## src/rtl/sre_pkg.sv

```systemverilog
package sre_pkg;

    localparam int ID_W = 8;

    localparam int SB_BUSY = 0;
    localparam int SB_DRQ  = 1;
    localparam int SB_LOST = 2;
    localparam int SB_CRC  = 3;
    localparam int SB_RNF  = 4;
    localparam int SB_MARK = 5;

    typedef enum logic [1:0] {
        SQ_IDLE,
        SQ_SEARCH,
        SQ_WAIT_DF,
        SQ_XFER
    } sre_state_e;

    typedef struct packed {
        logic [ID_W-1:0] track;
        logic [ID_W-1:0] sector;
        logic            side;
        logic            crc_ok;
    } sre_id_t;

    typedef struct packed {
        logic mark;
        logic rnf;
        logic crc;
        logic lost;
        logic drq;
        logic busy;
    } sre_flags_t;

    function automatic logic id_hit(sre_id_t id, logic [ID_W-1:0] want_trk,
                                    logic [ID_W-1:0] want_sec, logic chk, logic sel);
        return id.crc_ok && (id.track == want_trk) && (id.sector == want_sec)
               && (!chk || (id.side == sel));
    endfunction

    function automatic logic [7:0] pack_status(sre_flags_t f);
        logic [7:0] st;
        st          = '0;
        st[SB_BUSY] = f.busy;
        st[SB_DRQ]  = f.drq;
        st[SB_LOST] = f.lost;
        st[SB_CRC]  = f.crc;
        st[SB_RNF]  = f.rnf;
        st[SB_MARK] = f.mark;
        return st;
    endfunction

endpackage

```

## src/rtl/sre_id_match.sv

```systemverilog
module sre_id_match
    import sre_pkg::*;
(
    input  sre_id_t         id,
    input  logic [ID_W-1:0] want_track,
    input  logic [ID_W-1:0] want_sector,
    input  logic            side_chk,
    input  logic            side_sel,
    output logic            hit
);
    always_comb hit = id_hit(id, want_track, want_sector, side_chk, side_sel);
endmodule

```

## src/rtl/sre_data_port.sv

```systemverilog
module sre_data_port #(
    parameter int DW = 8
) (
    input  logic          clk,
    input  logic          rst,
    input  logic          clr,
    input  logic          load,
    input  logic [DW-1:0] din,
    input  logic          host_rd,
    output logic [DW-1:0] data_q,
    output logic          drq_q,
    output logic          lost_q
);
    always_ff @(posedge clk) begin
        if (rst) begin
            data_q <= '0;
            drq_q  <= 1'b0;
            lost_q <= 1'b0;
        end else if (clr) begin
            drq_q  <= 1'b0;
            lost_q <= 1'b0;
        end else if (load) begin
            data_q <= din;
            drq_q  <= 1'b1;
            if (drq_q && !host_rd) lost_q <= 1'b1;
        end else if (host_rd) begin
            drq_q <= 1'b0;
        end
    end


    byte_sets_drq_chk: assert property (@(posedge clk) disable iff (rst)
        load && !clr |=> drq_q);

    read_clears_drq_chk: assert property (@(posedge clk) disable iff (rst)
        host_rd && !load && !clr |=> !drq_q);

    overrun_flags_lost_chk: assert property (@(posedge clk) disable iff (rst)
        load && drq_q && !host_rd && !clr |=> lost_q);
endmodule

```

## src/rtl/sre_seq.sv

```systemverilog
module sre_seq
    import sre_pkg::*;
#(
    parameter int BYTES_PER_SECTOR  = 256,
    parameter int SECTORS_PER_TRACK = 16,
    parameter int INDEX_LIMIT       = 3
) (
    input  logic            clk,
    input  logic            rst,
    input  logic            cmd_go,
    input  logic            cmd_multi,
    input  logic            cmd_side_chk,
    input  logic            cmd_side_sel,
    input  logic            cmd_abort,
    input  logic            sec_wr,
    input  logic [ID_W-1:0] sec_wdata,
    input  logic            id_vld,
    input  logic            id_match,
    input  logic            idx_pulse,
    input  logic            df_start,
    input  logic            df_deleted,
    input  logic            df_vld,
    input  logic            df_crc_ok,
    output logic            busy,
    output logic            start,
    output logic            xfer_load,
    output logic            crc_err_q,
    output logic            rnf_q,
    output logic            mark_q,
    output logic            intrq_q,
    output logic [ID_W-1:0] sec_q,
    output logic            side_chk_q,
    output logic            side_sel_q
);
    localparam int BC_W = $clog2(BYTES_PER_SECTOR);
    localparam int IX_W = $clog2(INDEX_LIMIT + 1);
    localparam logic [BC_W-1:0] LAST_BYTE = BC_W'(BYTES_PER_SECTOR - 1);
    localparam logic [IX_W-1:0] LAST_IDX  = IX_W'(INDEX_LIMIT - 1);
    localparam logic [ID_W-1:0] SPT       = ID_W'(SECTORS_PER_TRACK);

    sre_state_e      state_q;
    logic            multi_q;
    logic [BC_W-1:0] byte_cnt;
    logic [IX_W-1:0] idx_cnt;

    always_comb begin
        busy      = (state_q != SQ_IDLE);
        start     = cmd_go && !cmd_abort && (state_q == SQ_IDLE);
        xfer_load = df_vld && !cmd_abort && (state_q == SQ_XFER);
    end

    always_ff @(posedge clk) begin
        if (rst) begin
            state_q    <= SQ_IDLE;
            multi_q    <= 1'b0;
            side_chk_q <= 1'b0;
            side_sel_q <= 1'b0;
            sec_q      <= '0;
            byte_cnt   <= '0;
            idx_cnt    <= '0;
            crc_err_q  <= 1'b0;
            rnf_q      <= 1'b0;
            mark_q     <= 1'b0;
            intrq_q    <= 1'b0;
        end else if (cmd_abort) begin
            state_q <= SQ_IDLE;
            intrq_q <= 1'b1;
        end else begin
            unique case (state_q)
                SQ_IDLE: begin
                    if (sec_wr) sec_q <= sec_wdata;
                    if (cmd_go) begin
                        multi_q    <= cmd_multi;
                        side_chk_q <= cmd_side_chk;
                        side_sel_q <= cmd_side_sel;
                        crc_err_q  <= 1'b0;
                        rnf_q      <= 1'b0;
                        mark_q     <= 1'b0;
                        intrq_q    <= 1'b0;
                        idx_cnt    <= '0;
                        state_q    <= SQ_SEARCH;
                    end
                end
                SQ_SEARCH: begin
                    if (id_vld && id_match) begin
                        byte_cnt <= '0;
                        state_q  <= SQ_WAIT_DF;
                    end else if (idx_pulse) begin
                        if (idx_cnt == LAST_IDX) begin
                            rnf_q   <= 1'b1;
                            intrq_q <= 1'b1;
                            state_q <= SQ_IDLE;
                        end else begin
                            idx_cnt <= idx_cnt + 1'b1;
                        end
                    end
                end
                SQ_WAIT_DF: begin
                    if (df_start) begin
                        mark_q  <= df_deleted;
                        state_q <= SQ_XFER;
                    end
                end
                SQ_XFER: begin
                    if (df_vld) begin
                        byte_cnt <= byte_cnt + 1'b1;
                        if (byte_cnt == LAST_BYTE) begin
                            if (!df_crc_ok) begin
                                crc_err_q <= 1'b1;
                                intrq_q   <= 1'b1;
                                state_q   <= SQ_IDLE;
                            end else if (multi_q) begin
                                sec_q   <= sec_q + 1'b1;
                                idx_cnt <= '0;
                                if (sec_q >= SPT) begin
                                    intrq_q <= 1'b1;
                                    state_q <= SQ_IDLE;
                                end else begin
                                    state_q <= SQ_SEARCH;
                                end
                            end else begin
                                intrq_q <= 1'b1;
                                state_q <= SQ_IDLE;
                            end
                        end
                    end
                end
                default: state_q <= SQ_IDLE;
            endcase
        end
    end


    end_raises_irq_chk: assert property (@(posedge clk) disable iff (rst)
        $fell(busy) |-> intrq_q);

    sector_steps_by_one_chk: assert property (@(posedge clk) disable iff (rst)
        busy && $past(busy) && !$stable(sec_q) |-> sec_q == $past(sec_q) + 1'b1);

    rnf_only_when_done_chk: assert property (@(posedge clk) disable iff (rst)
        $rose(rnf_q) |-> !busy);
endmodule

```

## src/rtl/sector_read_engine.sv

```systemverilog
module sector_read_engine
    import sre_pkg::*;
#(
    parameter int BYTES_PER_SECTOR  = 256,
    parameter int SECTORS_PER_TRACK = 16,
    parameter int INDEX_LIMIT       = 3
) (
    input  logic       clk,
    input  logic       rst,
    input  logic       cmd_go,
    input  logic       cmd_multi,
    input  logic       cmd_side_chk,
    input  logic       cmd_side_sel,
    input  logic       cmd_abort,
    input  logic       sec_wr,
    input  logic [7:0] sec_wdata,
    input  logic [7:0] head_track,
    input  logic       idx_pulse,
    input  logic       id_vld,
    input  logic [7:0] id_track,
    input  logic [7:0] id_sector,
    input  logic       id_side_lsb,
    input  logic       id_crc_ok,
    input  logic       df_start,
    input  logic       df_deleted,
    input  logic       df_vld,
    input  logic [7:0] df_byte,
    input  logic       df_crc_ok,
    input  logic       host_rd,
    output logic [7:0] data_out,
    output logic [7:0] status,
    output logic       drq,
    output logic       intrq,
    output logic [7:0] sector_reg
);
    sre_id_t    id_in;
    sre_flags_t flags;
    logic       hit, busy, start, xfer_load, crc_err, rnf, mark, lost;
    logic       side_chk_q, side_sel_q;

    always_comb begin
        id_in.track  = id_track;
        id_in.sector = id_sector;
        id_in.side   = id_side_lsb;
        id_in.crc_ok = id_crc_ok;
    end

    sre_id_match u_match (
        .id          (id_in),
        .want_track  (head_track),
        .want_sector (sector_reg),
        .side_chk    (side_chk_q),
        .side_sel    (side_sel_q),
        .hit         (hit)
    );

    sre_seq #(
        .BYTES_PER_SECTOR  (BYTES_PER_SECTOR),
        .SECTORS_PER_TRACK (SECTORS_PER_TRACK),
        .INDEX_LIMIT       (INDEX_LIMIT)
    ) u_seq (
        .clk          (clk),
        .rst          (rst),
        .cmd_go       (cmd_go),
        .cmd_multi    (cmd_multi),
        .cmd_side_chk (cmd_side_chk),
        .cmd_side_sel (cmd_side_sel),
        .cmd_abort    (cmd_abort),
        .sec_wr       (sec_wr),
        .sec_wdata    (sec_wdata),
        .id_vld       (id_vld),
        .id_match     (hit),
        .idx_pulse    (idx_pulse),
        .df_start     (df_start),
        .df_deleted   (df_deleted),
        .df_vld       (df_vld),
        .df_crc_ok    (df_crc_ok),
        .busy         (busy),
        .start        (start),
        .xfer_load    (xfer_load),
        .crc_err_q    (crc_err),
        .rnf_q        (rnf),
        .mark_q       (mark),
        .intrq_q      (intrq),
        .sec_q        (sector_reg),
        .side_chk_q   (side_chk_q),
        .side_sel_q   (side_sel_q)
    );

    sre_data_port #(.DW(8)) u_port (
        .clk     (clk),
        .rst     (rst),
        .clr     (start),
        .load    (xfer_load),
        .din     (df_byte),
        .host_rd (host_rd),
        .data_q  (data_out),
        .drq_q   (drq),
        .lost_q  (lost)
    );

    always_comb begin
        flags.busy = busy;
        flags.drq  = drq;
        flags.lost = lost;
        flags.crc  = crc_err;
        flags.rnf  = rnf;
        flags.mark = mark;
        status     = pack_status(flags);
    end
endmodule

```

## config.mk

```make
export PLATFORM = sky130hd
export DESIGN_NAME = sector_read_engine
export DESIGN_NICKNAME = d
export VERILOG_FILES = /design/src/rtl/sre_pkg.sv /design/src/rtl/sre_id_match.sv /design/src/rtl/sre_data_port.sv /design/src/rtl/sre_seq.sv /design/src/rtl/sector_read_engine.sv
export SDC_FILE = /design/constraint.sdc
export NUM_CORES = 1
export LEC_CHECK = 0
export ABC_CLOCK_PERIOD_IN_PS = 2300
export BUFFER_PORTS_ARGS = -buffer_cell sky130_fd_sc_hd__buf_4
export CORE_UTILIZATION = 31
export DETAILED_ROUTE_END_ITERATION = 7
export SLEW_MARGIN = 10
export SYNTH_ARGS = -nofsm -noshare
export SYNTH_HDL_FRONTEND = slang
export SYNTH_HIERARCHICAL = 1
export SYNTH_SLANG_ARGS = --single-unit
```

## constraint.sdc

```tcl
create_clock -name clk -period 2.3 [get_ports clk]
set_clock_uncertainty 0.05 [all_clocks]
set_input_delay 0.115 -clock clk [delete_from_list [all_inputs] [get_ports clk]]
set_output_delay 0.115 -clock clk [all_outputs]
set_load 0.05 [all_outputs]
```

==> metrics.txt <==
sum of buffers and inverters on the critical path 0; top achievable clock speed 0.449 GHz; root buffer cell sky130_fd_sc_hd__clkbuf_8; latest clock arrival within the worst-skew pair 290 ps; crit path time final 2230 ps; number of warnings printed during yosys synthesis 6; Leak Pwr 1.39 nW; most frequent cells in the layout sky130_fd_sc_hd__buf_4 (98), sky130_fd_sc_hd__dfxtp_1 (28), sky130_fd_sc_hd__nor2_1 (26), sky130_fd_sc_hd__nand2_1 (15), sky130_fd_sc_hd__mux2i_1 (14); most frequently used flop master after synthesis sky130_fd_sc_hd__dfxtp_1; Maximum Capacitance Violations 0; biggest area consumer among synthesized cells sky130_fd_sc_hd__dfxtp_1; cells taking the most area after synthesis sky130_fd_sc_hd__dfxtp_1 (31%), sky130_fd_sc_hd__mux2i_1 (5.9%), sky130_fd_sc_hd__xnor2_1 (4.4%), sky130_fd_sc_hd__ha_1 (4.2%), sky130_fd_sc_hd__nor2_1 (4.1%); via count of the first global-routing pass 2109; antenna violations before repair 0; total via count after detailed routing 2342; DIE HEIGHT 89.5 um; Syn Area/Cell between 8 and 9 um^2; slowest stage cell, crit path sky130_fd_sc_hd__or4_4; worst hold-check slack around 5.3 ps; layout cell share with drive strength beyond 1 between 30% and 40%; final max-slew violation count 0; Port-buffer cells 80; peak per-stage delay on the critical path 490 ps; FP Rows 31; first-pass GRT wire length 9930 um; min-delay worst type in2reg; residual DRC count 0; final weighted congestion in routability-driven placement 0.790; GRT Total Usage 16.1%; reg-to-reg critical path startpoint u_seq/sec_q[2]; pin count of the biggest net entering global routing 31; cell count after synthesis 270; number of cells in the design after placement 446; outcome completed; length of the first detailed-routing pass in iterations 4; number of top-level design ports 83; EDFF count, synth 0; Final ANT Viol Nets 0; TritonCTS clock tree yes; count of clock tree sinks 37; maximum level of the CTS H-tree 2; Starting Density 32.4%; most common library cell in the layout ignoring fill and taps sky130_fd_sc_hd__buf_4; Inserted Clock Buffers 5; RSZ-0062 raised after global routing true; Util after Layout between 40% and 50%; beginning of the worst hold path cmd_side_sel; worst path setup slack after routing between 70 and 80 ps; area share of the largest cell type after synthesis between 30% and 40%; initial detailed-routing violation count 83; FFs w/ async S/R, synth 0%; register bit total from synthesis 37; biggest fanout along the worst timing path 5; Setup TNS Final 0 ps; crit path cell chain xor2_1, nor4_1, nand4_1, nor4_4, a21bo_2, nand3_4, or4_4, a21oi_2; total core area 0.00733 mm^2; Mapped Area 0.00237 mm^2; routed length per instance 14.0 um; sequential-to-total area share from yosys stat between 30% and 40%; Worst Setup End Kind flip-flop; cell family with the largest share of critical-path delay simple AND/OR/NAND/NOR gates; hold violation count in the final report 0; Peak VDD IR about 250 uV; worst setup slack before clock tree synthesis 6.43 ps; placed cell areas ~0.0031 mm^2; Final period util 96.9%; start point of the critical path u_seq/sec_q[2]; DPL Wire Length 4780 um; Crit path arrival time 2410 ps; area of the die 0.00801 mm^2; DIE WIDTH 89.5 um; total gr overflow 0; ANT cells 0; Final Routed Wirelength 6460 um; Avg Vias per Cell 5.09; final instance count without filler cells 460; post-synth cell types 58; total power of the final layout 1.49 mW; startpoint class of the critical path flip-flop; clock-pin slew of the registers on the worst-case setup and hold paths 80 ps; area grow syn2layout 38.2%; maximum buffer depth of the clock tree 2; final setup violation count 0; type of the worst setup path reg2reg; Non-Filler Cell Area, Final 0.00328 mm^2; net total in the final layout ~430; power density over the cells approximately 460 mW/mm^2; required time of the critical path about 2500 ps
[routing by layer]
layer,vias up,GRT usage (%),share of wire (%)
li1,1154,-,-
met1,1088,20.2,44
met2,95,27.8,47
met3,5,4.16,8.2
met4,0,3.32,0.57
met5,-,0,0
[cell families (layout without fill, tap and decap cells)]
family / count (synthesis) / in the layout / synth area share [%]
other: 1 / 2 / 0.158
buffers and inverters: 32 / 122 / 8.44
AO/OA/AOI/OAI: 60 / 60 / 19.4
adder cells (fa/ha/maj): 8 / 8 / 4.22
XOR/XNOR: 19 / 19 / 7.01
flip-flops: 37 / 37 / 31.2
multiplexers: 14 / 14 / 5.91
AND/OR/NAND/NOR: 99 / 99 / 23.7
[worst reg2reg max path: stages (launching register included)]
cell and delay, ps:
sky130_fd_sc_hd__dfxtp_4 350, sky130_fd_sc_hd__xor2_1 130, sky130_fd_sc_hd__nor4_1 180, sky130_fd_sc_hd__nand4_1 180, sky130_fd_sc_hd__nor4_4 290, sky130_fd_sc_hd__a21bo_2 260, sky130_fd_sc_hd__nand3_4 110, sky130_fd_sc_hd__or4_4 490
sky130_fd_sc_hd__a21oi_2 120
[report_power, final]
| part | switching, mW | internal, mW | leakage, nW | total [mW] |
|---|---|---|---|---|
| combinational | 0.162 | 0.155 | 1.03 | 0.317 |
| clock | 0.239 | 0.271 | 0.0542 | 0.510 |
| sequential | 0.0120 | 0.656 | 0.304 | 0.668 |
[sequential cells by signal (all words and copies together), names as in the netlist, named ones only]
signal / flops
u_seq/mark_q: 1
u_seq/state_q: 1
u_seq/byte_cnt: 8
u_seq/side_sel_q: 1
u_seq/rnf_q: 1
u_seq/idx_cnt: 2
u_seq/multi_q: 1
u_port/drq_q: 1
u_seq/sec_q: 8
u_seq/side_chk_q: 1
u_seq/crc_err_q: 1
u_seq/intrq_q: 1
u_port/lost_q: 1
u_port/data_q: 8
[Yosys cell counts, types with 3 or more instances]
cell / count
sky130_fd_sc_hd__xnor2_1: 12
sky130_fd_sc_hd__nor4_1: 4
sky130_fd_sc_hd__dfxtp_1: 37
sky130_fd_sc_hd__inv_1: 13
sky130_fd_sc_hd__xor2_1: 7
sky130_fd_sc_hd__or4_1: 5
sky130_fd_sc_hd__mux2i_1: 14
sky130_fd_sc_hd__ha_1: 8
sky130_fd_sc_hd__o21a_1: 3
sky130_fd_sc_hd__nor2_1: 26
sky130_fd_sc_hd__nand3_1: 8
sky130_fd_sc_hd__o31ai_1: 10
sky130_fd_sc_hd__nor2b_1: 6
sky130_fd_sc_hd__nor3_1: 6
sky130_fd_sc_hd__buf_4: 8
sky130_fd_sc_hd__nand4_1: 9
sky130_fd_sc_hd__a21oi_1: 13
sky130_fd_sc_hd__nand2b_1: 6
sky130_fd_sc_hd__buf_6: 4
sky130_fd_sc_hd__nand2_1: 15
sky130_fd_sc_hd__clkbuf_1: 5
sky130_fd_sc_hd__o21ai_0: 5
sky130_fd_sc_hd__o311a_1: 3
[final cells by class]
class / count / area (um^2)
fillers: 748 / 4050
repair buffers: 101 / 767
inverters: 13 / 48.8
clock inverters: 1 / 5.00
well taps: 99 / 124
multi-input cells: 202 / 1480
clock buffers: 7 / 96.3
flip-flops and latches: 37 / 754
[final timing paths]
path	end	slack, ps	cells after the start
setup / recovery	u_seq/byte_cnt[5]	70	8
hold / removal	u_seq/side_sel_q	5	3
setup reg to reg	u_seq/byte_cnt[5]	70	8
hold reg to reg	u_seq/idx_cnt[1]	420	2
[what timing repair did]
action | 4_1_cts | 5_1_grt
buffers inserted | 0 | 4
endpoints found under the hold margin | 2 | 0
pin swaps | 0 | 13
setup endpoints to repair | 2 | 5
gates resized for setup | 1 | 11
hold buffers | 2 | 0
No activity file was read; power rests on OpenSTA's default activity.
